**src/rtl/scl_div_pkg.sv**
```systemverilog
package scl_div_pkg;
  // Phase of the generated serial clock
  typedef enum logic [1:0] {
    PH_IDLE = 2'd0,
    PH_LOW  = 2'd1,
    PH_HIGH = 2'd2
  } scl_phase_e;
endpackage

```
**src/rtl/scl_div_decode.sv**
```systemverilog
// Turns the packed control word into phase lengths in source clocks.
module scl_div_decode #(
  parameter int CTRL_W = 24,
  parameter int DIV_W  = 8,
  parameter int HI_LSB = 16,
  parameter int OFFSET = 3,
  localparam int CNT_W = DIV_W + 1
) (
  input  logic [CTRL_W-1:0] ctrl_i,
  output logic [CNT_W-1:0]  lo_len_o,
  output logic [CNT_W-1:0]  hi_len_o
);
  logic [DIV_W-1:0] lo_div;
  logic [DIV_W-1:0] hi_div;

  always_comb begin
    lo_div   = ctrl_i[DIV_W-1:0];
    hi_div   = ctrl_i[HI_LSB +: DIV_W];
    lo_len_o = {1'b0, lo_div} + CNT_W'(OFFSET);
    if (hi_div == '0) begin
      hi_len_o = lo_len_o;
    end else begin
      hi_len_o = {1'b0, hi_div} + CNT_W'(OFFSET);
    end
  end
endmodule

```
**src/rtl/scl_div_timer.sv**
```systemverilog
// Phase sequencer: counts the low and high phases and marks their midpoints.
module scl_div_timer
  import scl_div_pkg::*;
#(
  parameter int CNT_W = 9
) (
  input  logic             clk_i,
  input  logic             rst_ni,
  input  logic             run_i,
  input  logic [CNT_W-1:0] lo_len_i,
  input  logic [CNT_W-1:0] hi_len_i,
  output logic             scl_hi_o,
  output logic             mid_low_o,
  output logic             mid_high_o
);
  scl_phase_e       phase_q, phase_d;
  logic [CNT_W-1:0] cnt_q, cnt_d;
  logic [CNT_W-1:0] lo_len_q, hi_len_q;
  logic             load_en;
  logic             lo_last, hi_last;

  always_comb begin
    lo_last = (cnt_q == lo_len_q - CNT_W'(1));
    hi_last = (cnt_q == hi_len_q - CNT_W'(1));
    phase_d = phase_q;
    cnt_d   = cnt_q;
    load_en = 1'b0;
    if (!run_i) begin
      phase_d = PH_IDLE;
      cnt_d   = '0;
    end else begin
      unique case (phase_q)
        PH_IDLE: begin
          phase_d = PH_LOW;
          cnt_d   = '0;
          load_en = 1'b1;
        end
        PH_LOW: begin
          if (lo_last) begin
            phase_d = PH_HIGH;
            cnt_d   = '0;
          end else begin
            cnt_d = cnt_q + CNT_W'(1);
          end
        end
        PH_HIGH: begin
          if (hi_last) begin
            phase_d = PH_LOW;
            cnt_d   = '0;
            load_en = 1'b1;
          end else begin
            cnt_d = cnt_q + CNT_W'(1);
          end
        end
        default: begin
          phase_d = PH_IDLE;
          cnt_d   = '0;
        end
      endcase
    end
  end

  always_ff @(posedge clk_i or negedge rst_ni) begin
    if (!rst_ni) begin
      phase_q <= PH_IDLE;
      cnt_q   <= '0;
    end else begin
      phase_q <= phase_d;
      cnt_q   <= cnt_d;
    end
  end

  // Timing is captured only at a period boundary
  always_ff @(posedge clk_i or negedge rst_ni) begin
    if (!rst_ni) begin
      lo_len_q <= '0;
      hi_len_q <= '0;
    end else if (load_en) begin
      lo_len_q <= lo_len_i;
      hi_len_q <= hi_len_i;
    end
  end

  always_comb begin
    scl_hi_o   = (phase_q != PH_LOW);
    mid_low_o  = (phase_q == PH_LOW)  && (cnt_q == (lo_len_q >> 1));
    mid_high_o = (phase_q == PH_HIGH) && (cnt_q == (hi_len_q >> 1));
  end
endmodule

```
**src/rtl/scl_divider.sv**
```systemverilog
module scl_divider #(
  parameter int CTRL_W = 24,
  parameter int DIV_W  = 8,
  parameter int HI_LSB = 16,
  parameter int OFFSET = 3,
  parameter int SYNC_STAGES = 2,
  localparam int CNT_W = DIV_W + 1
) (
  input  logic              clk_i,
  input  logic              rst_ni,
  input  logic              run_i,
  input  logic [CTRL_W-1:0] ctrl_i,
  output logic              scl_hi_o,
  output logic              mid_low_o,
  output logic              mid_high_o
);
  logic [SYNC_STAGES-1:0] rst_sync_q;
  logic                   rst_int_n;
  logic [CNT_W-1:0]       lo_len, hi_len;

  // Reset asserts asynchronously and is released on the clock
  always_ff @(posedge clk_i or negedge rst_ni) begin
    if (!rst_ni) begin
      rst_sync_q <= '0;
    end else begin
      rst_sync_q <= {rst_sync_q[SYNC_STAGES-2:0], 1'b1};
    end
  end
  assign rst_int_n = rst_sync_q[SYNC_STAGES-1];

  scl_div_decode #(
    .CTRL_W (CTRL_W),
    .DIV_W  (DIV_W),
    .HI_LSB (HI_LSB),
    .OFFSET (OFFSET)
  ) u_decode (
    .ctrl_i   (ctrl_i),
    .lo_len_o (lo_len),
    .hi_len_o (hi_len)
  );

  scl_div_timer #(
    .CNT_W (CNT_W)
  ) u_timer (
    .clk_i      (clk_i),
    .rst_ni     (rst_int_n),
    .run_i      (run_i),
    .lo_len_i   (lo_len),
    .hi_len_i   (hi_len),
    .scl_hi_o   (scl_hi_o),
    .mid_low_o  (mid_low_o),
    .mid_high_o (mid_high_o)
  );
endmodule

```
**config.mk**
```make
export PLATFORM = sky130hd
export DESIGN_NAME = scl_divider
export DESIGN_NICKNAME = d
export VERILOG_FILES = /design/src/rtl/scl_div_pkg.sv /design/src/rtl/scl_div_decode.sv /design/src/rtl/scl_div_timer.sv /design/src/rtl/scl_divider.sv
export SDC_FILE = /design/constraint.sdc
export NUM_CORES = 1
export LEC_CHECK = 0
export ABC_AREA = 1
export BUFFER_PORTS_ARGS = -buffer_cell sky130_fd_sc_hd__buf_2
export CAP_MARGIN = 25
export CORE_ASPECT_RATIO = 0.9
export CORE_MARGIN = 1
export CORE_UTILIZATION = 30
export DETAILED_ROUTE_END_ITERATION = 7
export PLACE_DENSITY = 0.44
export SETUP_SLACK_MARGIN = 0.1
export SYNTH_ARGS = -nofsm -noshare
export SYNTH_HDL_FRONTEND = slang
export SYNTH_HIERARCHICAL = 1
export SYNTH_SLANG_ARGS = --single-unit
```
**constraint.sdc**
```tcl
create_clock -name clk_i -period 4.2 [get_ports clk_i]
set_clock_uncertainty 0.1 [all_clocks]
set_input_delay 0.84 -clock clk_i [delete_from_list [all_inputs] [get_ports clk_i]]
set_output_delay 0.84 -clock clk_i [all_outputs]
set_load 0.05 [all_outputs]
```
# After elaboration in Yosys (flattened, before gate mapping)
# Cells that the tools add are included.
dict set report word_totals {
  out_inout_bits 3
  regBits 31
}
dict set report op_classes {
  n_eq_ne 9
  addsub 5
  muxes 12
  reduce_logical 5
}
# op count
set ops {}
lappend ops {{two-way mux 9 bit} 4}
lappend ops {{adder 8 x 2 -> 9 bit (second input constant)} 2}
lappend ops {{== test 9 x 8 -> 1 bit} 2}
lappend ops {{== test 9 bit} 2}
lappend ops {{one-hot mux 9 bit (2 select lines)} 1}
lappend ops {{subtractor 9 x 1 -> 9 bit (second input constant)} 2}
lappend ops {{adder 9 x 1 -> 9 bit (second input constant)} 1}
lappend ops {{logical NOT 8 bit} 1}
lappend ops {{two-way mux 2 bit} 3}
lappend ops {{inequality test 3 x 2 -> 1 bit (second input constant)} 2}
lappend ops {{one-hot mux 2 bit (3 select lines)} 1}
lappend ops {{== test 2 x 1 -> 1 bit (second input constant)} 1}
lappend ops {{== test 2 bit (second input constant)} 1}
lappend ops {{logical AND 1 bit} 2}
lappend ops {{logical NOT 2 bit} 1}
lappend ops {{two-way mux 1 bit} 2}
lappend ops {{inequality test 2 x 1 -> 1 bit (second input constant)} 1}
lappend ops {{one-hot mux 1 bit (2 select lines)} 1}
lappend ops {{AND reduction 2 bit} 1}

# Longest topological paths before layout
dict set report depth {
  word_depth 5
  mapped_depth 16
  depth_no_buf 15
}

# Modules after synthesis
# Netlist, hierarchy kept.
# mod cells_each seq_area_each_um2 area_each_um2 instances
set by_module_without_submodules {}
lappend by_module_without_submodules {scl_div_timer 338 725.7 2214.6 1}
lappend by_module_without_submodules {scl_div_decode 92 0.0 436.7 1}
lappend by_module_without_submodules {scl_divider 3 50.0 53.8 1}

# Worst setup path after synthesis
# OpenSTA, ideal clock, no wires.
dict set report synth_timing {
  path_type {register to output}
  from {reg u_timer.cnt_q[1]}
  to {out mid_low_o}
  path_stages_with_launch 7
  n_path_buf 1
  required_time_ns 3.260
  arrival_ns 2.358
  slack_ns 0.902
  cell_sequence {dfrtp_1 -> buf_2 -> inv_1 -> o22ai_1 -> a221oi_1 -> nand2_1 -> nor4_1}
}
dict set report synth_via {
  elab_chain_cells 2
}
# element line
set synth_rtl {}
lappend synth_rtl {{start: declaration} scl_div_timer.sv:17} ;# logic [CNT_W-1:0] cnt_q, cnt_d;
lappend synth_rtl {{start signal: assignment} scl_div_timer.sv:69} ;# cnt_q <= cnt_d;
lappend synth_rtl {{== test 9 x 8 -> 1 bit} scl_div_timer.sv:86} ;# mid_low_o = (phase_q == PH_LOW) && (cnt_q == (lo_len_q >> 1));
lappend synth_rtl {{logical AND 1 bit} scl_div_timer.sv:86}
lappend synth_rtl {{end: declaration} scl_divider.sv:14} ;# output logic mid_low_o,
# No other way between the ends.

# Worst setup path after layout
dict set report layout_timing {
  from {reg u_timer.cnt_q[3]}
  to {out mid_low_o}
}
# Same word-level chain as after synthesis.

==> flow_summary.toml <==
[detailed_routing]
vias_per_cell = 4.54
detail-route-antenna-nets = 0
drc_errors = 0
avgRoutedWirePerCell_um = 12.5
vias = 2578
drtPass1Iterations = 4
wirelength_mm = 7.08
drt_iter0_drc = 126

[critical_path]
startpoint_type = "flip-flop"
endpoint_kind = "primary output"
cpPeakStageDelay_ns = 0.46
cp_slowest_cell = "dfrtp_1"
critPathMaxFanout = 6
crit_buf_inv = 2
crit_chain = "inv_1, o22ai_1, a221oi_1, nand2_1, nor4_1, buf_2"
cp.required_ns = 3.26
crit_type = "flip-flop to primary output"
arrival_ns = 1.96
path_delay_family = "buffers and inverters"

[power]
swShare_pct = 48.3
p_int_w = 0.000793
pwr-share-comb_pct = 50.5
seqPwrFrac_pct = 33.8
power.density_mw_per_mm2 = 516
p_leak_nw = 1.55
p_sw_w = 0.000740
pwr-share-clk_pct = 15.6
ir_drop_mv = 0.193

[timing]
final-hold-violation-count = 0
rsz0062_at_grt = "no"
setup_viol = 0
slew_viol_final = 0
finalCritPeriodShare_pct = 69.1
period_needed_ns = 2.90
tns_ns = 0
fmax_mhz = 345

[clocking]
cts-root-buf = "clkbuf_8"
cts_tree = "built"
clkSinkCount = 31
ctsHoldBuffers = 0
clk_latency_ns = 0.28
cts_buffer_depth = 2
numCtsBuffers = 5
post_cts_buffers = 0
htreeDepth = 2
cts_resized = 0
clk_pin_slew_ns = 0.07

[yosys]
synthDominantCellAreaShare_pct = 28.7
yosysUniqueCellTypes = 33
ys.flop_type = "dfrtp_1"
syn_inst = 433
ys.warnings.count = 6
synth_top_area_cell = "dfrtp_1"
mappedNetlistArea_mm2 = 0.00271
ys_seq_area_share_pct = 28.7
ys_seq_elements = 31
muxShareOfSynthArea_pct = 0
yosys.area_share.simple_pct = 42.8
synth_edf_count = 0
yosys.cell_count.top_type = "nand2_1"
synthAdderAreaFrac_pct = 4.16
synth_xor_area_share_pct = 7.45
synthArstFlopShare_pct = 100
avgSynthCellArea_um2 = 6.25
synth_fp_nets = 469
synth.area.top_cells = "dfrtp_1, nand2_1, nand3_1"
synth_top_family_by_area = "simple AND/OR/NAND/NOR gates"
synth_compound_area_share_pct = 5.18
synthTopCellsByCount = "nand2_1, nand3_1, inv_1, nor2_1, dfrtp_1"

[global_route]
grt_max_degree = 30
grt_pass1_wl_mm = 12.3
track_usage_pct = 16.9
antenna_found_initial = 0
grt_pass1_vias = 2610
grt_overflow = 0

[final_layout]
final_layout_size_suffix_gt1_share_pct = 10.7
fin_nets = 485
n_antenna_cell = 0
area_growth_pct = 9.81
fin_area_mm2 = 0.00297

[placement]
placed_cell_area_mm2 = 0.00288
dp_hpwl_mm = 5.61
gp_congestion = 0.787
io_buffers = 21

[floorplanning]
io_pins = 30
dieArea_mm2 = 0.00940
die_y_um = 92.1
die_w_um = 102
initial_core_util_pct = 31.3
core_area_mm2 = 0.00865
fp-row-count = 32

[job]
maxCapViolations = 0

[run_status]
status = "finished, final reports clean"

[min_path]
hold_class = "flip-flop to asynchronous set/reset pin"
state kept, by name (all words and copies together), names as in the netlist:
name / cells
u_timer/lo_len_q: 9
rst_sync_q: 2
u_timer/phase_q: 2
u_timer/cnt_q: 9
u_timer/hi_len_q: 9
cell families after synthesis:
| family | Yosys count |
|---|---|
| other | 1 |
| AND/OR/NAND/NOR | 271 |
| AO/OA/AOI/OAI | 24 |
| adder cells (fa/ha/maj) | 9 |
| XOR/XNOR | 23 |
| buffers and inverters | 74 |
| flip-flops | 31 |
worst paths after layout:
kind / from / to / slack [ns] / depth (start not counted)
worst max-delay path: u_timer/cnt_q[3] / mid_low_o / 1.30 / 6
worst max register to register: u_timer/hi_len_q[0] / u_timer/lo_len_q[2] / 1.94 / 15
max in group asynchronous: rst_sync_q[1] / u_timer/cnt_q[8] / 3.57 / 1
min in group clk_i: rst_sync_q[0] / rst_sync_q[1] / 0.26 / 0
worst min-delay path: rst_sync_q[1] / u_timer/lo_len_q[6] / 0.15 / 1
worst min register to register: rst_sync_q[1] / u_timer/lo_len_q[6] / 0.15 / 1
routing by layer:
metal,vias to the layer above,track usage (%),wire [µm]
met5,-,0,0
met4,0,3.21,31
met1,1174,24.2,3890
li1,1377,-,-
met3,2,2.74,203
met2,25,26.5,2950
cell type report:
| class | count | area (µm²) |
|---|---|---|
| fillers | 1013 | 5680 |
| multi-input cells | 328 | 1620 |
| flip-flops and latches | 31 | 776 |
| inverters | 61 | 229 |
| well taps | 119 | 149 |
| repair buffers | 22 | 113 |
| clock buffers | 6 | 82.6 |
| clock inverters | 1 | 5.00 |
worst reg2reg max path: cells and delay by family, from the launching register on:
kind,cells,cell delay (ns)
buf+inv,2,0.15
flops,1,0.41
simple gates,12,1.26
fa+ha+maj,1,0.24
power by group through the flow:
stage / Clock [W] / Combinational, W / Sequential [W]
CTS: 0.000253 / 0.000778 / 0.000523
finish: 0.000240 / 0.000775 / 0.000519
global route: 0.000266 / 0.000919 / 0.000536
floorplan: 0 / 0.000685 / 0.000458
global placement: 0 / 0.000770 / 0.000527
detailed placement: 0 / 0.000774 / 0.000528
cell usage in the layout, fill, tap and decap left out, types with 5 or more instances in the layout:
cell,Yosys,layout
ha_1,9,9
o21ai_0,10,10
buf_2,7,21
dfrtp_1,31,31
nand2_1,144,144
xnor2_1,11,11
nor2_1,47,47
clkbuf_8,0,6
xor2_1,12,12
nand3_1,55,55
inv_2,8,8
inv_1,53,53
nand4_1,5,5
metrics by stage:
| stage | util, % | hold WS, ns | setup slack, ns | cells | total power (W) |
|---|---|---|---|---|---|
| finish | 34.3 | 0.153 | 1.30 | 568 | 0.00153 |
| global route | 34.3 | 0.212 | 1.07 | 568 | 0.00172 |
| CTS | 34.3 | 0.172 | 1.25 | 568 | 0.00155 |
| detailed placement | 33.3 | 0.171 | 1.55 | 561 | 0.00130 |
| global placement | 33.3 | 0.171 | 1.56 | 561 | 0.00130 |
| floorplan | - | 0.231 | 0.902 | 433 | 0.00114 |
Power figures use the tool's default switching activity.
